### config.mk
export PLATFORM = sky130hd
export DESIGN_NAME = chan_scanner
export DESIGN_NICKNAME = d
export VERILOG_FILES = /design/src/rtl/chan_scan_pkg.sv /design/src/rtl/scan_seq.sv /design/src/rtl/scan_table.sv /design/src/rtl/chan_scanner.sv
export SDC_FILE = /design/constraint.sdc
export NUM_CORES = 1
export LEC_CHECK = 0
export ABC_CLOCK_PERIOD_IN_PS = 4170
export CORE_ASPECT_RATIO = 1.25
export CORE_MARGIN = 2
export CORE_UTILIZATION = 65
export DETAILED_ROUTE_END_ITERATION = 12
export DONT_BUFFER_PORTS = 1
export HOLD_SLACK_MARGIN = 0.06
export PLACE_DENSITY_LB_ADDON = 0.1
export SLEW_MARGIN = 0
export SYNTH_ARGS = -nofsm -noshare
export SYNTH_HDL_FRONTEND = slang
export SYNTH_SLANG_ARGS = --single-unit
### constraint.sdc
create_clock -name clk -period 4.17 [get_ports clk]
set_input_delay 0.6255 -clock clk [delete_from_list [all_inputs] [get_ports clk]]
set_output_delay 0.6255 -clock clk [all_outputs]
set_load 0.005 [all_outputs]
### src/rtl/chan_scan_pkg.sv
package chan_scan_pkg;
   typedef enum logic [1:0] {
      SC_IDLE  = 2'd0,
      SC_ARMED = 2'd1,
      SC_RUN   = 2'd2
   } scan_state_e;
endpackage

### src/rtl/scan_seq.sv
module scan_seq
   import chan_scan_pkg::*;
#(
   parameter int NCH   = 8,
   parameter int CFG_W = 3,
   localparam int CH_W = $clog2(NCH)
)(
   input  logic             clk,
   input  logic             rst_n,
   input  logic             start,
   input  logic [CFG_W-1:0] cfg_in,
   input  logic             conv_start,
   input  logic             conv_done,
   output logic [CH_W-1:0]  ch_o,
   output logic [CFG_W-1:0] cfg_o,
   output logic             wr_en,
   output logic [CH_W-1:0]  wr_idx
);
   scan_state_e      state_q;
   logic [CH_W-1:0]  ch_q;
   logic [CFG_W-1:0] cfg_q;

   always_ff @(posedge clk) begin
      if (!rst_n) begin
         state_q <= SC_IDLE;
         ch_q    <= '0;
         cfg_q   <= '0;
      end else if (start) begin
         state_q <= SC_ARMED;
         ch_q    <= '0;
         cfg_q   <= cfg_in;
      end else begin
         case (state_q)
            SC_ARMED: if (conv_start) begin
               state_q <= SC_RUN;
               ch_q    <= ch_q + 1'b1;
            end
            SC_RUN: if (conv_done) ch_q <= ch_q + 1'b1;
            default: ;
         endcase
      end
   end

   assign wr_en  = (state_q == SC_RUN) && conv_done && !start;
   assign wr_idx = ch_q - 1'b1;
   assign ch_o   = ch_q;
   assign cfg_o  = cfg_q;

   a_r6_cfg_hold: assert property (@(posedge clk) disable iff (!rst_n)
      !start |=> $stable(cfg_q));
   a_r4_step: assert property (@(posedge clk) disable iff (!rst_n)
      wr_en |=> ch_q == CH_W'($past(ch_q) + 1'b1));
   a_r3_arm_step: assert property (@(posedge clk) disable iff (!rst_n)
      (state_q == SC_ARMED && conv_start && !start) |=> ch_q == CH_W'(1));
   a_r7_idle_hold: assert property (@(posedge clk) disable iff (!rst_n)
      (state_q == SC_IDLE && !start) |=> $stable(ch_q));
   a_r9_start_first: assert property (@(posedge clk) disable iff (!rst_n)
      start |=> ch_q == '0);
endmodule

### src/rtl/scan_table.sv
module scan_table #(
   parameter int NCH   = 8,
   parameter int RES_W = 10,
   localparam int CH_W = $clog2(NCH)
)(
   input  logic             clk,
   input  logic             rst_n,
   input  logic             clr,
   input  logic             wr_en,
   input  logic [CH_W-1:0]  wr_idx,
   input  logic [RES_W-1:0] wr_data,
   input  logic [CH_W-1:0]  rd_idx,
   output logic [RES_W-1:0] rd_data,
   output logic             rd_vld
);
   logic [RES_W-1:0] data_q [NCH];
   logic [NCH-1:0]   vld_q;
   logic [NCH-1:0]   we;

   for (genvar g = 0; g < NCH; g++) begin : g_ent
      assign we[g] = wr_en && (wr_idx == CH_W'(g));
      always_ff @(posedge clk) begin
         if (!rst_n || clr) begin
            data_q[g] <= '0;
            vld_q[g]  <= 1'b0;
         end else if (we[g]) begin
            data_q[g] <= wr_data;
            vld_q[g]  <= 1'b1;
         end
      end
   end

   logic fwd;
   assign fwd     = wr_en && (wr_idx == rd_idx);
   assign rd_data = fwd ? wr_data : data_q[rd_idx];
   assign rd_vld  = fwd | vld_q[rd_idx];

   a_r2_clear: assert property (@(posedge clk) disable iff (!rst_n)
      clr |=> vld_q == '0);
   a_r5_set: assert property (@(posedge clk) disable iff (!rst_n)
      (wr_en && !clr) |=> vld_q[$past(wr_idx)] && data_q[$past(wr_idx)] == $past(wr_data));
   a_r5_single_write: assert property (@(posedge clk) disable iff (!rst_n)
      $onehot0(we));
   a_r8_forward: assert property (@(posedge clk) disable iff (!rst_n)
      (wr_en && wr_idx == rd_idx) |-> (rd_vld && rd_data == wr_data));
endmodule

### src/rtl/chan_scanner.sv
module chan_scanner #(
   parameter int NCH   = 8,
   parameter int RES_W = 10,
   parameter int CFG_W = 3,
   localparam int CH_W  = $clog2(NCH),
   localparam int SEL_W = CFG_W + CH_W
)(
   input  logic             clk,
   input  logic             rst_n,
   input  logic             start_i,
   input  logic [CFG_W-1:0] cfg_i,
   input  logic             conv_start_i,
   input  logic             conv_done_i,
   input  logic [RES_W-1:0] result_i,
   output logic [SEL_W-1:0] sel_o,
   input  logic [CH_W-1:0]  rd_addr_i,
   output logic [RES_W-1:0] rd_data_o,
   output logic             rd_valid_o
);
   if (NCH < 2 || (1 << CH_W) != NCH) begin : g_bad_nch
      $error("chan_scanner: NCH must be a power of two, at least 2");
   end
   if (RES_W < 1 || CFG_W < 1) begin : g_bad_w
      $error("chan_scanner: RES_W and CFG_W must be positive");
   end

   logic [CH_W-1:0]  ch;
   logic [CFG_W-1:0] cfg;
   logic             wr_en;
   logic [CH_W-1:0]  wr_idx;

   scan_seq #(.NCH(NCH), .CFG_W(CFG_W)) u_seq (
      .clk(clk), .rst_n(rst_n), .start(start_i), .cfg_in(cfg_i),
      .conv_start(conv_start_i), .conv_done(conv_done_i),
      .ch_o(ch), .cfg_o(cfg), .wr_en(wr_en), .wr_idx(wr_idx)
   );

   scan_table #(.NCH(NCH), .RES_W(RES_W)) u_tab (
      .clk(clk), .rst_n(rst_n), .clr(start_i),
      .wr_en(wr_en), .wr_idx(wr_idx), .wr_data(result_i),
      .rd_idx(rd_addr_i), .rd_data(rd_data_o), .rd_vld(rd_valid_o)
   );

   assign sel_o = {cfg, ch};

   a_r9_no_write_on_start: assert property (@(posedge clk) disable iff (!rst_n)
      start_i |-> !wr_en);
endmodule

== Yosys cells after proc, flatten, opt, wreduce, memory -nomap -nowiden ==
Memory sizes are Yosys's and may differ from the RTL's.
Index checks and enable logic that the tools add are counted.

* Output and inout bits: 17
* Register bits after elaboration: 16
* Logic and storage cells: 103
* Bits of input ports: 21
* Memories: 1
* Memory bits (writable): 80

{| class="wikitable"
|+ Memories
! name !! words !! bits a word !! rd ports !! clocked after Yosys merged registers in !! wr ports !! RTL line !! text
|-
| u_tab.data_q || 8 || 10 || 1 || 0 || 8 || scan_table.sv:16 || <nowiki>logic [RES_W-1:0] data_q [NCH];</nowiki>
|}

* Add/sub/neg operators: 2
* Multiplexer cells: 43
* Order comparisons: 1
* Bitwise logic cells: 10
* Reductions and logical operators: 22
* Equality and inequality tests: 12

{| class="wikitable"
|+ Operator list
! operator !! count
|-
| 10-bit two-way mux || 9
|-
| 1-bit two-way mux || 30
|-
| 3-bit equality test (second input constant) || 4
|-
| 1-bit logical AND || 11
|-
| 1-bit bitwise OR || 9
|-
| 3-bit by 2-bit equality test with 1-bit output (second input constant) || 2
|-
| 3-bit two-way mux || 2
|-
| 3-bit case mux with 2 select lines || 1
|-
| 2-bit nonzero test || 3
|-
| 3-bit by 4-bit less-than comparator with 1-bit output (second input constant) || 1
|-
| 2-bit != test (second input constant) || 2
|-
| 2-bit AND reduction || 2
|-
| 3-bit by 1-bit adder with 3-bit output (second input constant) || 1
|-
| 1-bit binary-select mux with 3-bit select || 1
|-
| 3-bit by 1-bit equality test with 1-bit output (second input constant) || 1
|-
| 3-bit equality test || 1
|-
| 3-bit logical NOT || 1
|-
| 3-bit AND reduction || 1
|-
| 3-bit by 1-bit subtractor with 3-bit output (second input constant) || 1
|-
| 2-bit by 1-bit equality test with 1-bit output (second input constant) || 1
|-
| 2-bit equality test (second input constant) || 1
|-
| 1-bit logical NOT || 2
|-
| 2-bit OR reduction || 1
|-
| 1-bit logical OR || 1
|-
| 1-bit inverter || 1
|}

== Logic depth before layout (Yosys ltp) ==
* Depth after elaboration: 8
* Mapped depth: 7
* Gate-level depth less buffers: 6

== Modules after synthesis ==
Synthesis repeated with hierarchy kept, for this count alone.

* Cells, all modules: 306
* Area, all modules: 4613.2 µm²

{| class="wikitable"
|+ By module, submodules not included
! module !! cells each !! times used !! area each (µm²)
|-
| scan_table || 266 || 1 || 4214.0
|-
| scan_seq || 40 || 1 || 399.1
|}

== Worst setup path after synthesis ==
No wires, ideal clock.

* Path kind: input port to output port
* Start: in rd_addr_i[0]
* End: out rd_data_o[2]
* Setup slack: 1.633 ns
* Data arrival time: 1.911 ns
* Cell stages on the path: 5
* Cells stage by stage: buf_6 buf_8 mux4_1 mux2_2 mux2_4

* Word-level cells in the longest chain between the ends: 3
* Elaborated cells between the ends (all ways): 4
* Those cells by class: eq/ne (1); mux (1); reduce/logical (1); memory (1)

{| class="wikitable"
|+ Ends and longest elaborated chain
! element !! RTL line !! text
|-
| from (decl) || chan_scanner.sv:16 || <nowiki>input logic [CH_W-1:0] rd_addr_i,</nowiki>
|-
| parallel branches: the longest is 2 deep, another holds memory read 8 x 10 bit || n/a ||
|-
| 10-bit two-way mux * || scan_table.sv:35 || <nowiki>assign rd_data = fwd ? wr_data : data_q[rd_idx];</nowiki>
|-
| to (decl) || chan_scanner.sv:17 || <nowiki>output logic [RES_W-1:0] rd_data_o,</nowiki>
|}

Every way passes the cells marked *.

== Worst setup path in the final report ==
* Start: reg u_seq.ch_q[0], in the netlist u_seq.ch_o[0]
* End: out rd_data_o[7]

* Word-level cells in the longest chain between the ends: 4

{| class="wikitable"
|+ Ends and longest elaborated chain
! element !! RTL line !! text
|-
| from (decl) || scan_seq.sv:20 || <nowiki>logic [CH_W-1:0] ch_q;</nowiki>
|-
| from (signal assigned) || scan_seq.sv:36 || <nowiki>ch_q <= ch_q + 1'b1;</nowiki>
|-
| from (signal assigned) || scan_seq.sv:38 || <nowiki>SC_RUN: if (conv_done) ch_q <= ch_q + 1'b1;</nowiki>
|-
| 3-bit by 1-bit subtractor with 3-bit output || scan_seq.sv:45 || <nowiki>assign wr_idx = ch_q - 1'b1;</nowiki>
|-
| named net u_seq.wr_idx[0] || scan_seq.sv:17 || <nowiki>output logic [CH_W-1:0] wr_idx</nowiki>
|-
| 3-bit equality test || scan_table.sv:34 || <nowiki>assign fwd = wr_en && (wr_idx == rd_idx);</nowiki>
|-
| 1-bit logical AND || scan_table.sv:34 ||
|-
| 10-bit two-way mux || scan_table.sv:35 ||
|}

The timed path passes the listed nets, and every way through them passes these cells.

==> results.json <==
{
  "first_pass_iters": 4,
  "clock_latency_ns": 0.34,
  "core-area_um2": 6934,
  "drive_gt1_share_pct": 13.44,
  "rsz0062_at_grt": "false",
  "hold_class": "in -> reg",
  "p_switching_uw": 359.9,
  "end_kind": "output port",
  "wl_per_cell_um": 21.90,
  "antenna_found_initial": 0,
  "power_density_nw_per_um2": 370.3,
  "synth.distinct_cells": 29,
  "required_ns": 3.54,
  "fin_nets": 327,
  "dp_worst_setup_slack_ns": 1.087,
  "finalSetupViolations": 0,
  "synth_seq_cells": 96,
  "arrival_ns": 2.86,
  "placed_area_um2": 4633,
  "vias": 2368,
  "clock-root-buffer": "clkbuf_8",
  "finalSetupTns_ns": 0,
  "pwr-share-clk_pct": 34.5,
  "grt_pass1_vias": 2535,
  "post_cts.resized_instances": 0,
  "slew-limit-headroom_pct": 23.93,
  "clkSlewWorstSetupHoldPaths_ns": 0.09,
  "ioPinCount": 38,
  "yosysWarnings": 0,
  "placedCellCount": 379,
  "ctsLongestPathBuffers": 2,
  "rows": 34,
  "crit_fanout": 11,
  "drt_iter0_drc": 232,
  "switching_share_pct": 20.09,
  "overflow": 0,
  "p_comb_share_pct": 5.2,
  "max_freq_ghz": 0.2872,
  "design_area_um2": 4838,
  "status": "complete, no violations",
  "skew_ns": 0.007688,
  "numCtsBuffers": 9,
  "port_buffers": 0,
  "criticalPathCategory": "reg -> out",
  "synth_area_leader_cell": "edfxtp_1",
  "place_hpwl_mm": 5.757,
  "p_seq_share_pct": 60.3,
  "cts_tree": "yes",
  "viasPerCell": 5.995,
  "start_util_pct": 66.62,
  "finalWorstSetupSlack_ns": 0.6878,
  "hold_viol_final": 0,
  "antenna_cells": 0,
  "ant_nets": 0,
  "synthCells": 306,
  "die-area_um2": 7801,
  "syn_area_um2": 4619,
  "fin_crit_sh_pct": 83.51,
  "fp.dieH_um": 98.25,
  "synthTopCellsByArea": "edfxtp_1, and2_1, mux4_1, dfxtp_1, mux2_2",
  "regArea_um2": 2723,
  "syn-num-nets": 333,
  "multi_input_area_um2": 1783,
  "leakagePower_uw": 0.002013,
  "postSynthAreaPerCell_um2": 15.10,
  "maxSlewViolCount": 0,
  "grt_max_degree": 24,
  "htreeDepth": 3,
  "yosysSeqAreaShare_pct": 58.94,
  "gp_congestion": 0.7957,
  "cts_sinks": 96,
  "cts_setup_buffers": 0,
  "startpoint_type": "register",
  "synth_top_area_share_pct": 52.00,
  "grt_pass1_wl_mm": 13.74,
  "drc": 0,
  "p_int_uw": 1432,
  "dieWidth_um": 79.40,
  "worst_slew_pin_slew_ns": 1.133,
  "area_delta_synth_final_pct": 4.740,
  "num-fill-cells": 462,
  "vdd_ir_drop_max_mv": 0.3135,
  "fin_cells": 395,
  "post-route-min-period_ns": 3.482,
  "grt.total_usage_pct": 24.29,
  "hold_buffers": 0,
  "maxCapViolCount": 0,
  "drt-total-wl_mm": 8.649
}
## critical path: stages, from the launching register on
cell	delay, ns
dfxtp_1	0.51
inv_1	0.14
ha_1	0.27
xor2_2	0.26
xnor2_1	0.16
nand4_1	0.63
mux2_4	0.54
## path summary, 6_finish.rpt
| path | from | to | slack (ns) | cells past startpoint |
|---|---|---|---|---|
| worst min-delay path | rst_n | u_seq.state_q[0] | 0.41 | 1 |
| worst max register to register | u_seq.ch_o[0] | u_tab.data_q[6][6] | 1.75 | 4 |
| worst max-delay path | u_seq.ch_o[0] | rd_data_o[7] | 0.69 | 6 |
| worst min register to register | u_tab.vld_q[5] | u_tab.vld_q[5] | 0.46 | 1 |
## per-layer routing
layer,GRT usage [%],up-vias,share of wire [%]
li1,-,1113,-
met2,41.07,65,53
met5,0,-,0
met1,32.22,1184,41
met3,4.067,6,4.5
met4,7.958,0,0.86
## cell families after synthesis
logic type	share of synthesized area [%]
and+or+nand+nor	14.14
buffers and inverters	2.465
DFF	58.94
AOI/OAI and AO/OA	2.546
adders and majority gates	1.625
muxes	18.80
xor gates and xnor gates	1.490
## cell usage after synthesis, drive strengths merged
master / n
nand2b: 2
buf: 4
mux2i: 5
a21boi: 1
dfxtp: 16
mux2: 20
inv: 2
edfxtp: 80
nand3b: 2
and2: 80
nand4: 1
ha: 6
and4bb: 1
xor2: 3
nor2b: 5
a21oi: 2
nor2: 12
nand2: 8
mux4: 22
o21ai: 8
xnor2: 4
clkbuf: 14
a21o: 8
## layout by cell type, fill, tap and decap left out
cell type / synthesis / routed
clkbuf_1: 14 / 1
mux2_4: 7 / 7
a21boi_1: 1 / 1
o21ai_1: 8 / 8
xor2_2: 1 / 1
bufinv_16: 0 / 1
nand4_1: 1 / 1
clkbuf_8: 0 / 11
a21oi_1: 2 / 2
ha_1: 6 / 6
mux4_1: 19 / 19
nor2_1: 12 / 12
a21o_1: 8 / 8
edfxtp_1: 80 / 80
nand2b_1: 2 / 2
mux2_2: 13 / 13
inv_1: 2 / 2
nand3b_1: 2 / 2
buf_4: 1 / 1
xnor2_1: 4 / 4
nor2b_1: 5 / 5
mux2i_1: 5 / 5
inv_4: 0 / 2
and2_1: 80 / 80
mux4_2: 3 / 3
clkinvlp_4: 0 / 1
nand2_1: 8 / 8
dfxtp_1: 16 / 16
xor2_1: 2 / 2
and4bb_2: 1 / 1
## power groups by stage
stage                     clock (µW)  sequential [µW]  combinational [µW]
after CTS                        623             1080                94.2
after detailed placement           0             1100                93.9
after floorplan                    0             1100                88.7
after global placement             0             1100                93.1
after global routing             664             1080                 100
final                            618             1080                93.5
## final cells by class
class,count,share of cell area (%)
clock buffers,12,3.207
clock inverters,4,1.034
inverters,2,0.1552
multi-input cells,190,36.85
flip-flops and latches,96,56.27
well taps,90,2.327
repair buffers,1,0.1552
## registers in the layout, summed over array words and instances, names as in the netlist
register       count
u_tab.data_q      80
u_tab.vld_q        8
u_seq.cfg_o        3
u_seq.ch_o         3
u_seq.state_q      2
## stage by stage
step | hold slack (ns) | utilization (%) | total power, µW
after CTS | 0.4012 | 69.78 | 1798
after global routing | 0.3907 | 69.78 | 1849
after detailed placement | 0.4383 | 66.82 | 1196
final | 0.4103 | 69.78 | 1792
after floorplan | 0.4179 | - | 1185
after global placement | 0.4264 | 66.82 | 1193
(Power assumes the default switching activity.)
